## config.mk

```make
export PLATFORM = sky130hd
export DESIGN_NAME = fcs_tx_appender
export DESIGN_NICKNAME = d
export VERILOG_FILES = /design/src/rtl/fcs_tx_pkg.sv /design/src/rtl/fcs_tx_crc.sv /design/src/rtl/fcs_tx_ctrl.sv /design/src/rtl/fcs_tx_outmux.sv /design/src/rtl/fcs_tx_appender.sv
export SDC_FILE = /design/constraint.sdc
export NUM_CORES = 1
export LEC_CHECK = 0
export BUFFER_PORTS_ARGS = -buffer_cell sky130_fd_sc_hd__buf_4
export CAP_MARGIN = 30
export CORE_UTILIZATION = 31
export CTS_CLUSTER_SIZE = 30
export DETAILED_ROUTE_END_ITERATION = 6
export PLACE_DENSITY = 0.53
export SLEW_MARGIN = 20
export SYNTH_ARGS = -nofsm -noshare
export SYNTH_HDL_FRONTEND = slang
export SYNTH_SLANG_ARGS = --single-unit
```

## constraint.sdc

```tcl
create_clock -name clk -period 2.45 [get_ports clk]
set_clock_uncertainty 0.2 [all_clocks]
set_input_delay 0.1225 -clock clk [delete_from_list [all_inputs] [get_ports clk]]
set_output_delay 0.1225 -clock clk [all_outputs]
set_load 0.01 [all_outputs]
```

## src/rtl/fcs_tx_pkg.sv

```systemverilog
package fcs_tx_pkg;

  typedef enum logic [1:0] {
    ST_PASS  = 2'd0,
    ST_FCS   = 2'd1,
    ST_ABORT = 2'd2,
    ST_DRAIN = 2'd3
  } fcs_st_e;

endpackage

```

## src/rtl/fcs_tx_crc.sv

```systemverilog
module fcs_tx_crc #(
  parameter int          CRC_W    = 32,
  parameter int          BYTE_W   = 8,
  parameter logic [31:0] POLY_REV = 32'hEDB88320,
  parameter logic [31:0] SEED     = 32'hFFFFFFFF
) (
  input  logic              clk,
  input  logic              rst_n,
  input  logic              clr_en,
  input  logic              upd_en,
  input  logic [BYTE_W-1:0] byte_in,
  output logic [CRC_W-1:0]  crc_q
);

  localparam logic [CRC_W-1:0] POLY_L = POLY_REV[CRC_W-1:0];
  localparam logic [CRC_W-1:0] SEED_L = SEED[CRC_W-1:0];

  logic [CRC_W-1:0] crc_d;

  function automatic logic [CRC_W-1:0] crc_step(input logic [CRC_W-1:0] c_in,
                                                input logic [BYTE_W-1:0] b);
    logic [CRC_W-1:0] c;
    c = c_in;
    for (int k = 0; k < BYTE_W; k++) begin
      if (c[0] ^ b[k]) c = (c >> 1) ^ POLY_L;
      else             c = c >> 1;
    end
    return c;
  endfunction

  always_comb begin
    crc_d = crc_q;
    if (clr_en)      crc_d = SEED_L;
    else if (upd_en) crc_d = crc_step(crc_q, byte_in);
  end

  always_ff @(posedge clk or negedge rst_n) begin
    if (!rst_n) crc_q <= SEED_L;
    else        crc_q <= crc_d;
  end

endmodule

```

## src/rtl/fcs_tx_ctrl.sv

```systemverilog
module fcs_tx_ctrl
  import fcs_tx_pkg::*;
#(
  parameter int FCS_BYTES = 4,
  parameter int IDX_W     = (FCS_BYTES > 1) ? $clog2(FCS_BYTES) : 1
) (
  input  logic             clk,
  input  logic             rst_n,
  input  logic             in_valid,
  input  logic             in_last,
  input  logic             abort_req,
  input  logic             out_ready,
  output logic             in_ready,
  output logic             out_valid,
  output logic             out_last,
  output logic             crc_upd,
  output logic             crc_clr,
  output fcs_st_e          st_q,
  output logic [IDX_W-1:0] idx_q,
  output logic             act_q
);

  localparam logic [IDX_W-1:0] LAST_IDX = IDX_W'(FCS_BYTES - 1);

  fcs_st_e          st_d;
  logic [IDX_W-1:0] idx_d;
  logic             act_d;

  always_comb begin
    st_d      = st_q;
    idx_d     = idx_q;
    act_d     = act_q;
    in_ready  = 1'b0;
    out_valid = 1'b0;
    out_last  = 1'b0;
    crc_upd   = 1'b0;
    crc_clr   = 1'b0;
    unique case (st_q)
      ST_PASS: begin
        if (abort_req && act_q) begin
          st_d  = ST_ABORT;
          idx_d = '0;
        end else begin
          in_ready  = out_ready;
          out_valid = in_valid;
          if (in_valid && out_ready) begin
            crc_upd = 1'b1;
            act_d   = 1'b1;
            if (in_last) begin
              st_d  = ST_FCS;
              idx_d = '0;
            end
          end
        end
      end
      ST_FCS, ST_ABORT: begin
        out_valid = 1'b1;
        out_last  = (idx_q == LAST_IDX);
        if (out_ready) begin
          if (idx_q == LAST_IDX) begin
            crc_clr = 1'b1;
            act_d   = 1'b0;
            idx_d   = '0;
            st_d    = (st_q == ST_FCS) ? ST_PASS : ST_DRAIN;
          end else begin
            idx_d = idx_q + 1'b1;
          end
        end
      end
      ST_DRAIN: begin
        in_ready = 1'b1;
        if (in_valid && in_last) st_d = ST_PASS;
      end
      default: st_d = ST_PASS;
    endcase
  end

  always_ff @(posedge clk or negedge rst_n) begin
    if (!rst_n) begin
      st_q  <= ST_PASS;
      idx_q <= '0;
      act_q <= 1'b0;
    end else begin
      st_q  <= st_d;
      idx_q <= idx_d;
      act_q <= act_d;
    end
  end

endmodule

```

## src/rtl/fcs_tx_outmux.sv

```systemverilog
module fcs_tx_outmux
  import fcs_tx_pkg::*;
#(
  parameter int CRC_W     = 32,
  parameter int BYTE_W    = 8,
  parameter int FCS_BYTES = CRC_W / BYTE_W,
  parameter int IDX_W     = (FCS_BYTES > 1) ? $clog2(FCS_BYTES) : 1
) (
  input  fcs_st_e           st,
  input  logic [IDX_W-1:0]  idx,
  input  logic [CRC_W-1:0]  crc,
  input  logic [BYTE_W-1:0] in_data,
  output logic [BYTE_W-1:0] out_data
);

  logic [CRC_W-1:0]  word;
  logic [BYTE_W-1:0] lane [FCS_BYTES];

  // normal end sends the complement, abort sends the raw register
  assign word = (st == ST_FCS) ? ~crc : crc;

  for (genvar g = 0; g < FCS_BYTES; g++) begin : g_lane
    assign lane[g] = word[g*BYTE_W +: BYTE_W];
  end

  always_comb begin
    if (st == ST_PASS) out_data = in_data;
    else               out_data = lane[idx];
  end

endmodule

```

## src/rtl/fcs_tx_appender.sv

```systemverilog
module fcs_tx_appender
  import fcs_tx_pkg::*;
#(
  parameter int          CRC_W    = 32,
  parameter int          BYTE_W   = 8,
  parameter logic [31:0] POLY_REV = 32'hEDB88320,
  parameter logic [31:0] SEED     = 32'hFFFFFFFF
) (
  input  logic              clk,
  input  logic              rst_n,
  input  logic              in_valid,
  input  logic [BYTE_W-1:0] in_data,
  input  logic              in_last,
  output logic              in_ready,
  input  logic              abort_req,
  output logic              out_valid,
  output logic [BYTE_W-1:0] out_data,
  output logic              out_last,
  input  logic              out_ready
);

  localparam int FCS_BYTES = CRC_W / BYTE_W;
  localparam int IDX_W     = (FCS_BYTES > 1) ? $clog2(FCS_BYTES) : 1;

  fcs_st_e          st_w;
  logic [IDX_W-1:0] idx_w;
  logic             act_w;
  logic             upd_w;
  logic             clr_w;
  logic [CRC_W-1:0] crc_w;

  fcs_tx_ctrl #(
    .FCS_BYTES (FCS_BYTES),
    .IDX_W     (IDX_W)
  ) u_ctrl (
    .clk       (clk),
    .rst_n     (rst_n),
    .in_valid  (in_valid),
    .in_last   (in_last),
    .abort_req (abort_req),
    .out_ready (out_ready),
    .in_ready  (in_ready),
    .out_valid (out_valid),
    .out_last  (out_last),
    .crc_upd   (upd_w),
    .crc_clr   (clr_w),
    .st_q      (st_w),
    .idx_q     (idx_w),
    .act_q     (act_w)
  );

  fcs_tx_crc #(
    .CRC_W    (CRC_W),
    .BYTE_W   (BYTE_W),
    .POLY_REV (POLY_REV),
    .SEED     (SEED)
  ) u_crc (
    .clk     (clk),
    .rst_n   (rst_n),
    .clr_en  (clr_w),
    .upd_en  (upd_w),
    .byte_in (in_data),
    .crc_q   (crc_w)
  );

  fcs_tx_outmux #(
    .CRC_W     (CRC_W),
    .BYTE_W    (BYTE_W),
    .FCS_BYTES (FCS_BYTES),
    .IDX_W     (IDX_W)
  ) u_mux (
    .st       (st_w),
    .idx      (idx_w),
    .crc      (crc_w),
    .in_data  (in_data),
    .out_data (out_data)
  );

endmodule

```

==> results of run 1 <==
==> kinds of logic (layout without fill, tap and decap cells) <==
logic type               Yosys count  after routing  share of synthesized area [%]
AND/OR/NAND/NOR                   46             46                           6.78
flip-flops                        37             37                           35.8
AO/OA/AOI/OAI                     49             49                           11.1
XOR/XNOR                          80             80                           31.7
multiplexers                      16             16                           10.2
buffers and inverters             15             54                           2.09
adder cells (fa/ha/maj)            5              5                           2.32
==> how the worst max path moves through the flow <==
stage | from | end | slack (ns) | cells after the start
floorplan | u_ctrl.st_q[0] | u_crc.crc_q[0] | 0.13 | 7
global placement | u_crc.crc_q[6] | u_crc.crc_q[20] | 0.17 | 6
detailed placement | u_crc.crc_q[0] | u_crc.crc_q[23] | 0.16 | 5
CTS | u_ctrl.idx_q[1] | out_data[7] | 0.07 | 4
global route | u_ctrl.idx_q[1] | out_data[7] | 0.01 | 4
finish | u_ctrl.idx_q[0] | out_data[5] | 0.08 | 5
==> cells in the final DEF, fill, tap and decap left out, types with 6 or more instances in the layout <==
cell / Yosys / final
sky130_fd_sc_hd__nor2_1: 30 / 30
sky130_fd_sc_hd__clkbuf_8: 0 / 6
sky130_fd_sc_hd__mux4_2: 7 / 7
sky130_fd_sc_hd__xor2_1: 27 / 27
sky130_fd_sc_hd__xnor2_1: 41 / 41
sky130_fd_sc_hd__a21oi_1: 29 / 29
sky130_fd_sc_hd__mux2_2: 8 / 8
sky130_fd_sc_hd__dfstp_2: 32 / 32
sky130_fd_sc_hd__nand2_1: 11 / 11
sky130_fd_sc_hd__buf_4: 0 / 36
==> layout make-up <==
class,instances,area [um2]
well taps,105,131
clock buffers,8,90.1
repair buffers,40,330
flip-flops and latches,37,966
fillers,828,5080
multi-input cells,196,1680
inverters,6,22.5
==> per-layer routing <==
| layer | part of all wire, % | routed length [um] |
|---|---|---|
| met1 | 49 | 3070 |
| met2 | 47 | 2900 |
| met3 | 3.5 | 221 |
| met4 | 0.66 | 41 |
| met5 | 0 | 0 |
==> registers in the layout, indices dropped and copies added, names as in the netlist <==
| signal | cells |
|---|---|
| u_ctrl.st_q | 2 |
| u_ctrl.act_q | 1 |
| u_ctrl.idx_q | 2 |
| u_crc.crc_q | 32 |
==> tightest hold or removal path, delay by kind of cell <==
kind	cells	cell delay (ns)
AOI/OAI and AO/OA	2	0.23
buffers and inverters	1	0.10
==> per-stage QoR <==
| step | util (%) | instances | cell area (um2) |
|---|---|---|---|
| 2_1_floorplan | - | 248 | 2700 |
| 6_report | 38.8 | 392 | 3220 |
| 3_3_place_gp | 37.4 | 382 | 3110 |
| 3_5_place_dp | 37.4 | 382 | 3110 |
| 5_1_grt | 38.8 | 392 | 3220 |
| 4_1_cts | 38.8 | 392 | 3220 |
==> Flow_metrics.wiki, run 1 <==
{| class="wikitable"
! Metric !! Value
|-
| Number of hold buffers added after cts || 2
|-
| Max Root-Sink Buffers || 2
|-
| Number of register bits inferred by synthesis || 37
|-
| Number of nets in the finished design || 305
|-
| Post-synthesis sequential area ratio || 35.8%
|-
| Final RePlAce weighted congestion || 0.775
|-
| Fin Hold WS || 0.0124 ns
|-
| Worst min path class || in -> reg
|-
| Number of synthesized flops with an enable pin || 0
|-
| Most numerous cell in the Yosys netlist || sky130_fd_sc_hd__xnor2_1
|-
| Commonest cells in the netlist || 41 x sky130_fd_sc_hd__xnor2_1, 32 x sky130_fd_sc_hd__dfstp_2, 30 x sky130_fd_sc_hd__nor2_1, 29 x sky130_fd_sc_hd__a21oi_1, 27 x sky130_fd_sc_hd__xor2_1
|-
| Initial antenna violation count || 0
|-
| Primary flip-flop cell chosen by synthesis mapping || sky130_fd_sc_hd__dfstp_2
|-
| Top cells by area, synth || sky130_fd_sc_hd__dfstp_2 31%, sky130_fd_sc_hd__xnor2_1 13%, sky130_fd_sc_hd__xor2_1 8.8%
|-
| Met1 track utilization from global routing || 22.6%
|-
| Global routing met3 resource utilization || 2.15%
|-
| Critical Path Source Type || flip-flop
|-
| I/O pin count || 25
|-
| Met2 track demand over resource || 23.8%
|-
| Wire length of the first global-routing pass || 10.2 mm
|-
| Number of remaining DRC errors || 0
|-
| Worst hold path startpoint || abort_req
|-
| Crit path DAT || 2.05 ns
|-
| Root cell of the clock tree || sky130_fd_sc_hd__clkbuf_8
|-
| Element type at the critical path end || output pin
|-
| Net count of the mapped netlist || 267
|-
| Max Cap Viol || 0
|-
| Most common cell type on the critical path || sky130_fd_sc_hd__buf_4
|-
| Ratio of cells with drive above 1 in the final layout || 35.9%
|-
| Number of nets still failing antenna checks after routing || 0
|-
| Max frequency || 0.422 GHz
|-
| Final-report setup violation count || 0
|-
| Required time of the critical path || 2.13 ns
|-
| Startpoint-to-endpoint class of the critical path || reg -> out
|-
| Setup_tns || 0 ns
|-
| Gates resized, CTS repair || 0
|-
| Pin count of the biggest net entering global routing || 38
|-
| Post-route worst setup slack || 0.0822 ns
|-
| Antenna Diode Count || 0
|-
| Clock latency reported for the late side of the worst-skew pair || 0.29 ns
|-
| Global routing's busiest layer || met2
|-
| Num Clock Sinks || 37
|-
| DP Wirelength || 4.33 mm
|-
| Synth Cell Area || 2700 um2
|-
| Worst reg2reg setup slack || 0.15 ns
|-
| Via count of the first global-routing pass || 1862
|-
| Slowest library cell on the worst path || sky130_fd_sc_hd__mux4_2
|-
| Die span in x || 95.2 um
|-
| Hold Crit Endpoint || u_ctrl.st_q[0]
|-
| Result of the run || complete, no violations
|-
| Post-layout minimum cycle time || 2.37 ns
|-
| Mapped Cells || 248
|-
| Wirelength per Cell || 15.9 um
|-
| Area added between synthesis and finish || 19.4%
|-
| Count of cell types in the netlist || 35
|-
| Cell class contributing the biggest share of worst-path delay || multiplexers
|-
| Slew of the pin with the lowest slew margin || 0.709 ns
|-
| Dpl ws || 0.159 ns
|-
| Async S/R FF share, synth || 100%
|-
| Number of input and output port buffers inserted || 24
|-
| Setup repair after global routing missed its margin || false
|-
| Max Slew Vio Count || 0
|-
| Mean area per synthesized cell || 10.9 um2
|-
| Number of iterations in the first detailed-routing pass || 4
|-
| Number of cells on the worst hold path || 3
|-
| DIE AREA || 9070 um2
|-
| Total Routing Usage GR || 15.4%
|-
| Total congestion overflow after global routing || 0
|-
| Initial standard-cell utilization of the core || 32.5%
|-
| Critical Path Fanout Max || 6
|-
| List of cells traversed by the critical path || buf_4, mux4_2, xor2_1, mux2_2, buf_4
|-
| Cell taking the most area after synthesis || sky130_fd_sc_hd__dfstp_2
|-
| Number of cell rows || 33
|-
| H-Tree Level Count || 2
|-
| Inserted Clock Buffers || 5
|-
| Origin of the critical flop-to-flop path || u_crc.crc_q[0]
|-
| Routed via count divided by cell count || 4.85
|-
| Share of Yosys cell area claimed by the top area cell type || 31.2%
|-
| Yosys warning count || 0
|-
| DRT Wirelength || 6.23 mm
|-
| Worst relative slew slack || 52.4%
|-
| CTS tree || built
|-
| Reg2reg path depth || 5
|-
| Count of vias placed by the detailed router || 1901
|-
| Share of the clock period used by the worst path || 96.6%
|-
| Setup repair bufs after CTS || 0
|-
| Buffers plus inverters on the worst setup path || 2
|-
| CP peak stage delay || 0.52 ns
|-
| Final hold vios || 0
|-
| Post-CTS clock slew at the launch and capture registers of the worst setup and hold paths || 0.08 ns
|-
| FF-to-FF End || u_crc.crc_q[23]
|-
| Drt initial violations || 127
|-
| DIE HEIGHT || 95.2 um
|-
| Area of the core || 8300 um2
|}
Power of run 1 is not shown: default switching activity piles up to over one toggle a cycle in this logic, so the estimate is an artifact.
==> inputs of run 2 (changes only) <==
--- a/config.mk
+++ b/config.mk
@@ -10,7 +10,6 @@
 export CORE_UTILIZATION = 31
 export CTS_CLUSTER_SIZE = 30
 export DETAILED_ROUTE_END_ITERATION = 6
-export PLACE_DENSITY = 0.53
 export SLEW_MARGIN = 20
 export SYNTH_ARGS = -nofsm -noshare
 export SYNTH_HDL_FRONTEND = slang
==> run 2 against run 1 <==
  * Clock-buffer cell count is 1 lower
  * Routed wire length is 1.6% higher
  * Cell area is 0.70% higher
  * Worst hold slack better by 0.034 ns
==> Flow_metrics.wiki, run 2 (same netlist as run 1, synthesis figures left out) <==
{| class="wikitable"
! Metric !! Value
|-
| DIE HEIGHT || 95.2 um (unchanged)
|-
| Via count of the first global-routing pass || 1871 (+0.48%)
|-
| Max Slew Vio Count || 0 (unchanged)
|-
| Max frequency || 0.430 GHz (+1.8%)
|-
| Critical Path Fanout Max || 7 (+1)
|-
| Number of cell rows || 33 (unchanged)
|-
| Root cell of the clock tree || sky130_fd_sc_hd__clkbuf_8
|-
| Number of input and output port buffers inserted || 24 (unchanged)
|-
| Critical Path Source Type || flip-flop
|-
| Die span in x || 95.2 um (unchanged)
|-
| Register with the highest flop count || u_crc.crc_q
|-
| Number of nets in the finished design || 309 (+1.3%)
|-
| Routed via count divided by cell count || 4.80 (-1.1%)
|-
| H-Tree Level Count || 2 (unchanged)
|-
| Initial antenna violation count || 0 (unchanged)
|-
| Required time of the critical path || 2.13 ns (about the same)
|-
| Worst relative slew slack || 62.6% (+10 points)
|-
| Max Cap Viol || 0 (unchanged)
|-
| Num Clock Sinks || 37 (unchanged)
|-
| Antenna Diode Count || 0 (unchanged)
|-
| Worst min path class || in -> reg
|-
| Total congestion overflow after global routing || 0 (unchanged)
|-
| DP Wirelength || 4.59 mm (+6.1%)
|-
| Post-layout minimum cycle time || 2.33 ns (-0.0416 ns)
|-
| I/O pin count || 25 (unchanged)
|-
| Max Root-Sink Buffers || 2 (unchanged)
|-
| Ratio of cells with drive above 1 in the final layout || 37.1% (+1.2 points)
|-
| Post-CTS clock slew at the launch and capture registers of the worst setup and hold paths || 0.08 ns (about the same)
|-
| Number of iterations in the first detailed-routing pass || 4 (unchanged)
|-
| Clock latency reported for the late side of the worst-skew pair || 0.30 ns (about the same)
|-
| Slew of the pin with the lowest slew margin || 0.558 ns (-0.151 ns)
|-
| Largest registers || u_crc.crc_q: 32 flops, u_ctrl.idx_q: 2 flops, u_ctrl.st_q: 2 flops
|-
| Setup repair bufs after CTS || 0 (unchanged)
|-
| Final-layout fill cell count || 797 (-3.7%)
|-
| Setup repair after global routing missed its margin || false
|-
| Final-report setup violation count || 0 (unchanged)
|-
| Wire length of the first global-routing pass || 10.1 mm (-1.7%)
|-
| Final RePlAce weighted congestion || 0.806 (+4.0%)
|-
| Setup_tns || 0 ns (unchanged)
|-
| Max reg flops || 32 (unchanged)
|-
| DRT Wirelength || 6.33 mm (+1.6%)
|-
| Count of vias placed by the detailed router || 1900 (-0.053%)
|-
| Share of the clock period used by the worst path || 94.9% (-1.7 points)
|-
| Crit path DAT || 2.00 ns (-0.05 ns)
|-
| Most used cells in the layout excluding fill and tap cells || 41 x sky130_fd_sc_hd__xnor2_1, 40 x sky130_fd_sc_hd__buf_4, 32 x sky130_fd_sc_hd__dfstp_2
|-
| List of cells traversed by the critical path || mux4_2, xor2_1, mux2_2, buf_4
|-
| DIE AREA || 9070 um2 (unchanged)
|-
| CP peak stage delay || 0.58 ns (+0.06 ns)
|-
| Number of nets still failing antenna checks after routing || 0 (unchanged)
|-
| Drt initial violations || 56 (-56%)
|-
| Area added between synthesis and finish || 20.2%
|-
| Pin count of the biggest net entering global routing || 38 (unchanged)
|-
| Element type at the critical path end || output pin
|-
| Number of remaining DRC errors || 0 (unchanged)
|-
| Startpoint-to-endpoint class of the critical path || reg -> out
|-
| Slowest library cell on the worst path || sky130_fd_sc_hd__dfrtp_1
|-
| Most common cell after layout, fill and taps aside || sky130_fd_sc_hd__xnor2_1
|-
| Inserted Clock Buffers || 5 (unchanged)
|-
| Initial standard-cell utilization of the core || 32.5% (unchanged)
|-
| Final hold vios || 0 (unchanged)
|-
| Area of the core || 8300 um2 (unchanged)
|-
| Total Routing Usage GR || 15.1% (-0.25 points)
|-
| Wirelength per Cell || 16.0 um (+0.58%)
|-
| CTS tree || built
|-
| Result of the run || complete, no violations
|-
| Fin Hold WS || 0.0461 ns (+0.0337 ns)
|}
[run 2: changes by cell type in the layout (fill, tap and decap cells not counted)]
cell,change
sky130_fd_sc_hd__buf_6,+1
sky130_fd_sc_hd__buf_12,-2
sky130_fd_sc_hd__buf_4,+4
sky130_fd_sc_hd__clkbuf_8,+1
sky130_fd_sc_hd__clkbuf_1,-2
sky130_fd_sc_hd__clkinv_2,+1
sky130_fd_sc_hd__dlygate4sd3_1,+1
[run 2: final timing paths]
path | startpoint | endpoint | slack [ns] | cells after the start
setup / recovery | u_ctrl.idx_q[1] | out_data[6] | 0.12 | 4
hold / removal | in_valid | u_crc.crc_q[15] | 0.05 | 3
setup reg to reg | u_crc.crc_q[0] | u_crc.crc_q[19] | 0.22 | 5
hold reg to reg | u_crc.crc_q[13] | u_crc.crc_q[13] | 0.32 | 2
max in group asynchronous | rst_n | u_crc.crc_q[7] | 1.55 | 2
min in group asynchronous | rst_n | u_ctrl.idx_q[0] | 0.14 | 2
[run 2: layer usage]
metal / vias to the layer above / track usage (%) / wire length (um)
met2: 32 / 24.9 / 3080
met5: - / 0 / 0
li1: 928 / - / -
met1: 933 / 20.1 / 2950
met4: 0 / 4.17 / 73
met3: 7 / 3.03 / 227
[run 2: final cells by class]
cell class                      count  area [um2]  area share, %
Timing Repair Buffer               44         342           10.5
Sequential cell                    37         966           29.8
Multi-Input combinational cell    196        1680           51.8
Clock inverter                      1        5.00          0.154
Tap cell                          105         131           4.06
Clock buffer                        7        96.3           2.97
Inverter                            6        22.5          0.695
[run 2: through the flow]
step / std cells / util, % / setup WS [ns] / area, um2
floorplan: 248 / - / 0.127 / 2700
global placement: 385 / 37.4 / 0.258 / 3100
detailed placement: 385 / 37.4 / 0.214 / 3100
CTS: 396 / 39.0 / 0.0972 / 3240
global route: 396 / 39.0 / 0.0164 / 3240
finish: 396 / 39.0 / 0.124 / 3240
[run 2: repair_timing]
action	in CTS	in global routing
hold buffers	3	0
endpoints found under the hold margin	40	0
resized for setup	0	1
setup endpoints to repair	0	2
[run 2: critical path: cells and delay by family, from the launching register on]
family	cells	cell delay (ns)
flip-flops	1	0.58
multiplexers	2	0.84
buffers and inverters	1	0.14
XOR/XNOR	1	0.15
Power of run 2 is left out for the same reason.
==> inputs of run 3 (changes only) <==
--- a/config.mk
+++ b/config.mk
@@ -8,6 +8,7 @@
 export BUFFER_PORTS_ARGS = -buffer_cell sky130_fd_sc_hd__buf_4
 export CAP_MARGIN = 30
 export CORE_UTILIZATION = 31
+export CTS_CLUSTER_DIAMETER = 30
 export CTS_CLUSTER_SIZE = 30
 export DETAILED_ROUTE_END_ITERATION = 6
 export SLEW_MARGIN = 20
==> constraint.sdc (replaced) <==
create_clock -name clk -period 1.95 [get_ports clk]
set_clock_uncertainty 0.2 [all_clocks]
set_input_delay 0.0975 -clock clk [delete_from_list [all_inputs] [get_ports clk]]
set_output_delay 0.0975 -clock clk [all_outputs]
set_load 0.01 [all_outputs]
==> run 3 against run 2 <==
  * Cell area increased by 31%
  * Global-route usage is 1.5 points higher
  * Critical path depth up 1
  * Clock-buffer cell count fell by 2
  * Die area unchanged
  * Sequential share of layout area shrank 7.0 points
  * The flow now finishes with violations (setup timing)
  * Register-to-register slack lost 0.39 ns
  * Critical path type unchanged
==> Flow_metrics.wiki, run 3 (same netlist as run 1, synthesis figures left out) <==
{| class="wikitable"
! Metric !! Value
|-
| Result of the run || finished with violations
|-
| Violations in the final reports || setup timing
|-
| Worst relative slew slack || 67.6% (+5.0 points)
|-
| Post-CTS clock slew at the launch and capture registers of the worst setup and hold paths || 0.08 ns (about the same)
|-
| Largest registers || u_crc.crc_q: 32 flops, u_ctrl.idx_q: 2 flops, u_ctrl.st_q: 2 flops
|-
| I/O pin count || 25 (unchanged)
|-
| Required time of the critical path || 1.65 ns (-0.48 ns)
|-
| Slowest library cell on the worst path || sky130_fd_sc_hd__mux4_2
|-
| Share of the clock period used by the worst path || 113%
|-
| Area of the core || 8300 um2 (unchanged)
|-
| Worst min path class || in -> reg
|-
| Number of remaining DRC errors || 0 (unchanged)
|-
| Antenna Diode Count || 0 (unchanged)
|-
| Number of nets in the finished design || 352 (+14%)
|-
| Number of cell rows || 33 (unchanged)
|-
| Via count of the first global-routing pass || 2089 (+12%)
|-
| Worst hold path startpoint || abort_req
|-
| Root cell of the clock tree || sky130_fd_sc_hd__clkbuf_8
|-
| Element type at the critical path end || output pin
|-
| Max reg flops || 32 (unchanged)
|-
| Setup_tns || -2.94 ns (-2.94 ns)
|-
| DIE HEIGHT || 95.2 um (unchanged)
|-
| Max Root-Sink Buffers || 2 (unchanged)
|-
| DIE AREA || 9070 um2 (unchanged)
|-
| Routed via count divided by cell count || 5.00 (+4.2%)
|-
| Dpl ws || -0.159 ns (-0.373 ns)
|-
| Max frequency || 0.452 GHz
|-
| Num Clock Sinks || 37 (unchanged)
|-
| FF-to-FF End || u_crc.crc_q[19]
|-
| Crit path DAT || 1.91 ns (-0.09 ns)
|-
| Total congestion overflow after global routing || 0 (unchanged)
|-
| Critical Path Source Type || flip-flop
|-
| Critical path destination || out_data[4]
|-
| Total Routing Usage GR || 16.6% (+1.5 points)
|-
| Clock latency reported for the late side of the worst-skew pair || 0.29 ns (about the same)
|-
| Final RePlAce weighted congestion || 0.792 (-1.8%)
|-
| Register with the highest flop count || u_crc.crc_q
|-
| Post-route worst setup slack || -0.261 ns (-0.385 ns)
|-
| List of cells traversed by the critical path || buf_12, mux4_2, xor2_1, mux2_4, buf_6
|-
| Most used cells in the layout excluding fill and tap cells || 54 x sky130_fd_sc_hd__buf_4, 32 x sky130_fd_sc_hd__dfstp_2, 24 x sky130_fd_sc_hd__buf_6
|-
| DRT Wirelength || 7.74 mm (+22%)
|-
| Number of input and output port buffers inserted || 24 (unchanged)
|-
| Number of iterations in the first detailed-routing pass || 4 (unchanged)
|-
| Slew of the pin with the lowest slew margin || 0.486 ns (-0.0717 ns)
|-
| Drt initial violations || 90 (+61%)
|-
| Die span in x || 95.2 um (unchanged)
|-
| Wirelength per Cell || 17.6 um (+10%)
|-
| Startpoint-to-endpoint class of the critical path || reg -> out
|-
| Final-layout fill cell count || 709 (-11%)
|-
| Buffers plus inverters on the worst setup path || 2 (+1)
|-
| Cell depth of the worst setup path || 5 (+1)
|-
| Post-layout minimum cycle time || 2.21 ns
|-
| Reg area || 968 um2 (+0.26%)
|-
| Final-report setup violation count || 25 (+25)
|-
| Area added between synthesis and finish || 57.4%
|-
| Final hold vios || 0 (unchanged)
|-
| Initial standard-cell utilization of the core || 32.5% (unchanged)
|-
| Critical Path Fanout Max || 7 (unchanged)
|-
| H-Tree Level Count || 2 (unchanged)
|-
| Count of vias placed by the detailed router || 2194 (+15%)
|-
| Reg2reg path depth || 5 (unchanged)
|-
| Critical path launch point || u_ctrl.idx_q[0]
|-
| CP peak stage delay || 0.52 ns (-0.06 ns)
|-
| Most common cell after layout, fill and taps aside || sky130_fd_sc_hd__buf_4
|-
| Area of combinational cells with multiple inputs || 2140 um2 (+28%)
|-
| DP Wirelength || 4.87 mm (+6.0%)
|-
| Max Slew Vio Count || 0 (unchanged)
|-
| Number of nets still failing antenna checks after routing || 0 (unchanged)
|-
| Ratio of cells with drive above 1 in the final layout || 63.8% (+27 points)
|-
| Pin count of the biggest net entering global routing || 38 (unchanged)
|-
| Inserted Clock Buffers || 5 (unchanged)
|-
| CTS tree || built
|-
| Setup repair after global routing missed its margin || true
|-
| Origin of the critical flop-to-flop path || u_crc.crc_q[3]
|-
| Worst reg2reg setup slack || -0.17 ns (-0.39 ns)
|-
| Initial antenna violation count || 0 (unchanged)
|-
| Cell class contributing the biggest share of worst-path delay || multiplexers
|-
| Max Cap Viol || 0 (unchanged)
|-
| Wire length of the first global-routing pass || 11.1 mm (+10%)
|}
==> run 3: how the worst min path moves through the flow <==
stage / endpoint / slack (ns) / depth (start not counted)
after floorplan: u_ctrl.act_q / -0.40 / 0
after global placement: u_ctrl.st_q[1] / -0.11 / 1
after detailed placement: u_ctrl.st_q[0] / -0.11 / 1
after CTS: u_ctrl.act_q / 0.006 / 4
after global routing: u_ctrl.act_q / 0.02 / 4
final: u_ctrl.act_q / 0.009 / 4
==> run 3: cell type report <==
class                      count  share of cell area [%]
timing repair buffer          87                    19.9
inverter                       6                   0.531
tap                          105                    3.10
clock buffer                   5                    1.62
clock inverter                 3                    1.53
sequential                    37                    22.8
multi-input combinational    196                    50.5
==> run 3: layer usage <==
metal	up-vias	GRT usage, %	part of all wire, %
met5	-	0	0
met4	0	2.90	2.5
met3	16	3.99	2.6
met2	55	28.5	52
met1	1113	21.3	43
li1	1010	-	-
==> run 3: metrics by stage <==
step                      instances  util (%)  cell area, um2  hold slack (ns)
final                           439      51.1            4240          0.00893
after global routing            439      51.1            4240           0.0150
after CTS                       424      45.9            3810          0.00633
after detailed placement        408      41.4            3430           -0.108
after global placement          408      41.4            3430           -0.107
after floorplan                 248         -            2810           -0.398
==> run 3: worst min-delay path, stage by stage <==
cell,delay (ns)
sky130_fd_sc_hd__buf_4,0.11
sky130_fd_sc_hd__o21ai_0,0.08
sky130_fd_sc_hd__o21ai_0,0.06
sky130_fd_sc_hd__a22o_1,0.12
==> run 3: repair_timing <==
item / in CTS / in global routing
setup endpoints to repair: 37 / 43
endpoints found under the hold margin: 39 / 0
pin swaps: 9 / 29
cloned: 0 / 3
hold buffers: 2 / 0
resized for setup: 36 / 60
setup buffers: 7 / 13
Power of run 3 is left out for the same reason.
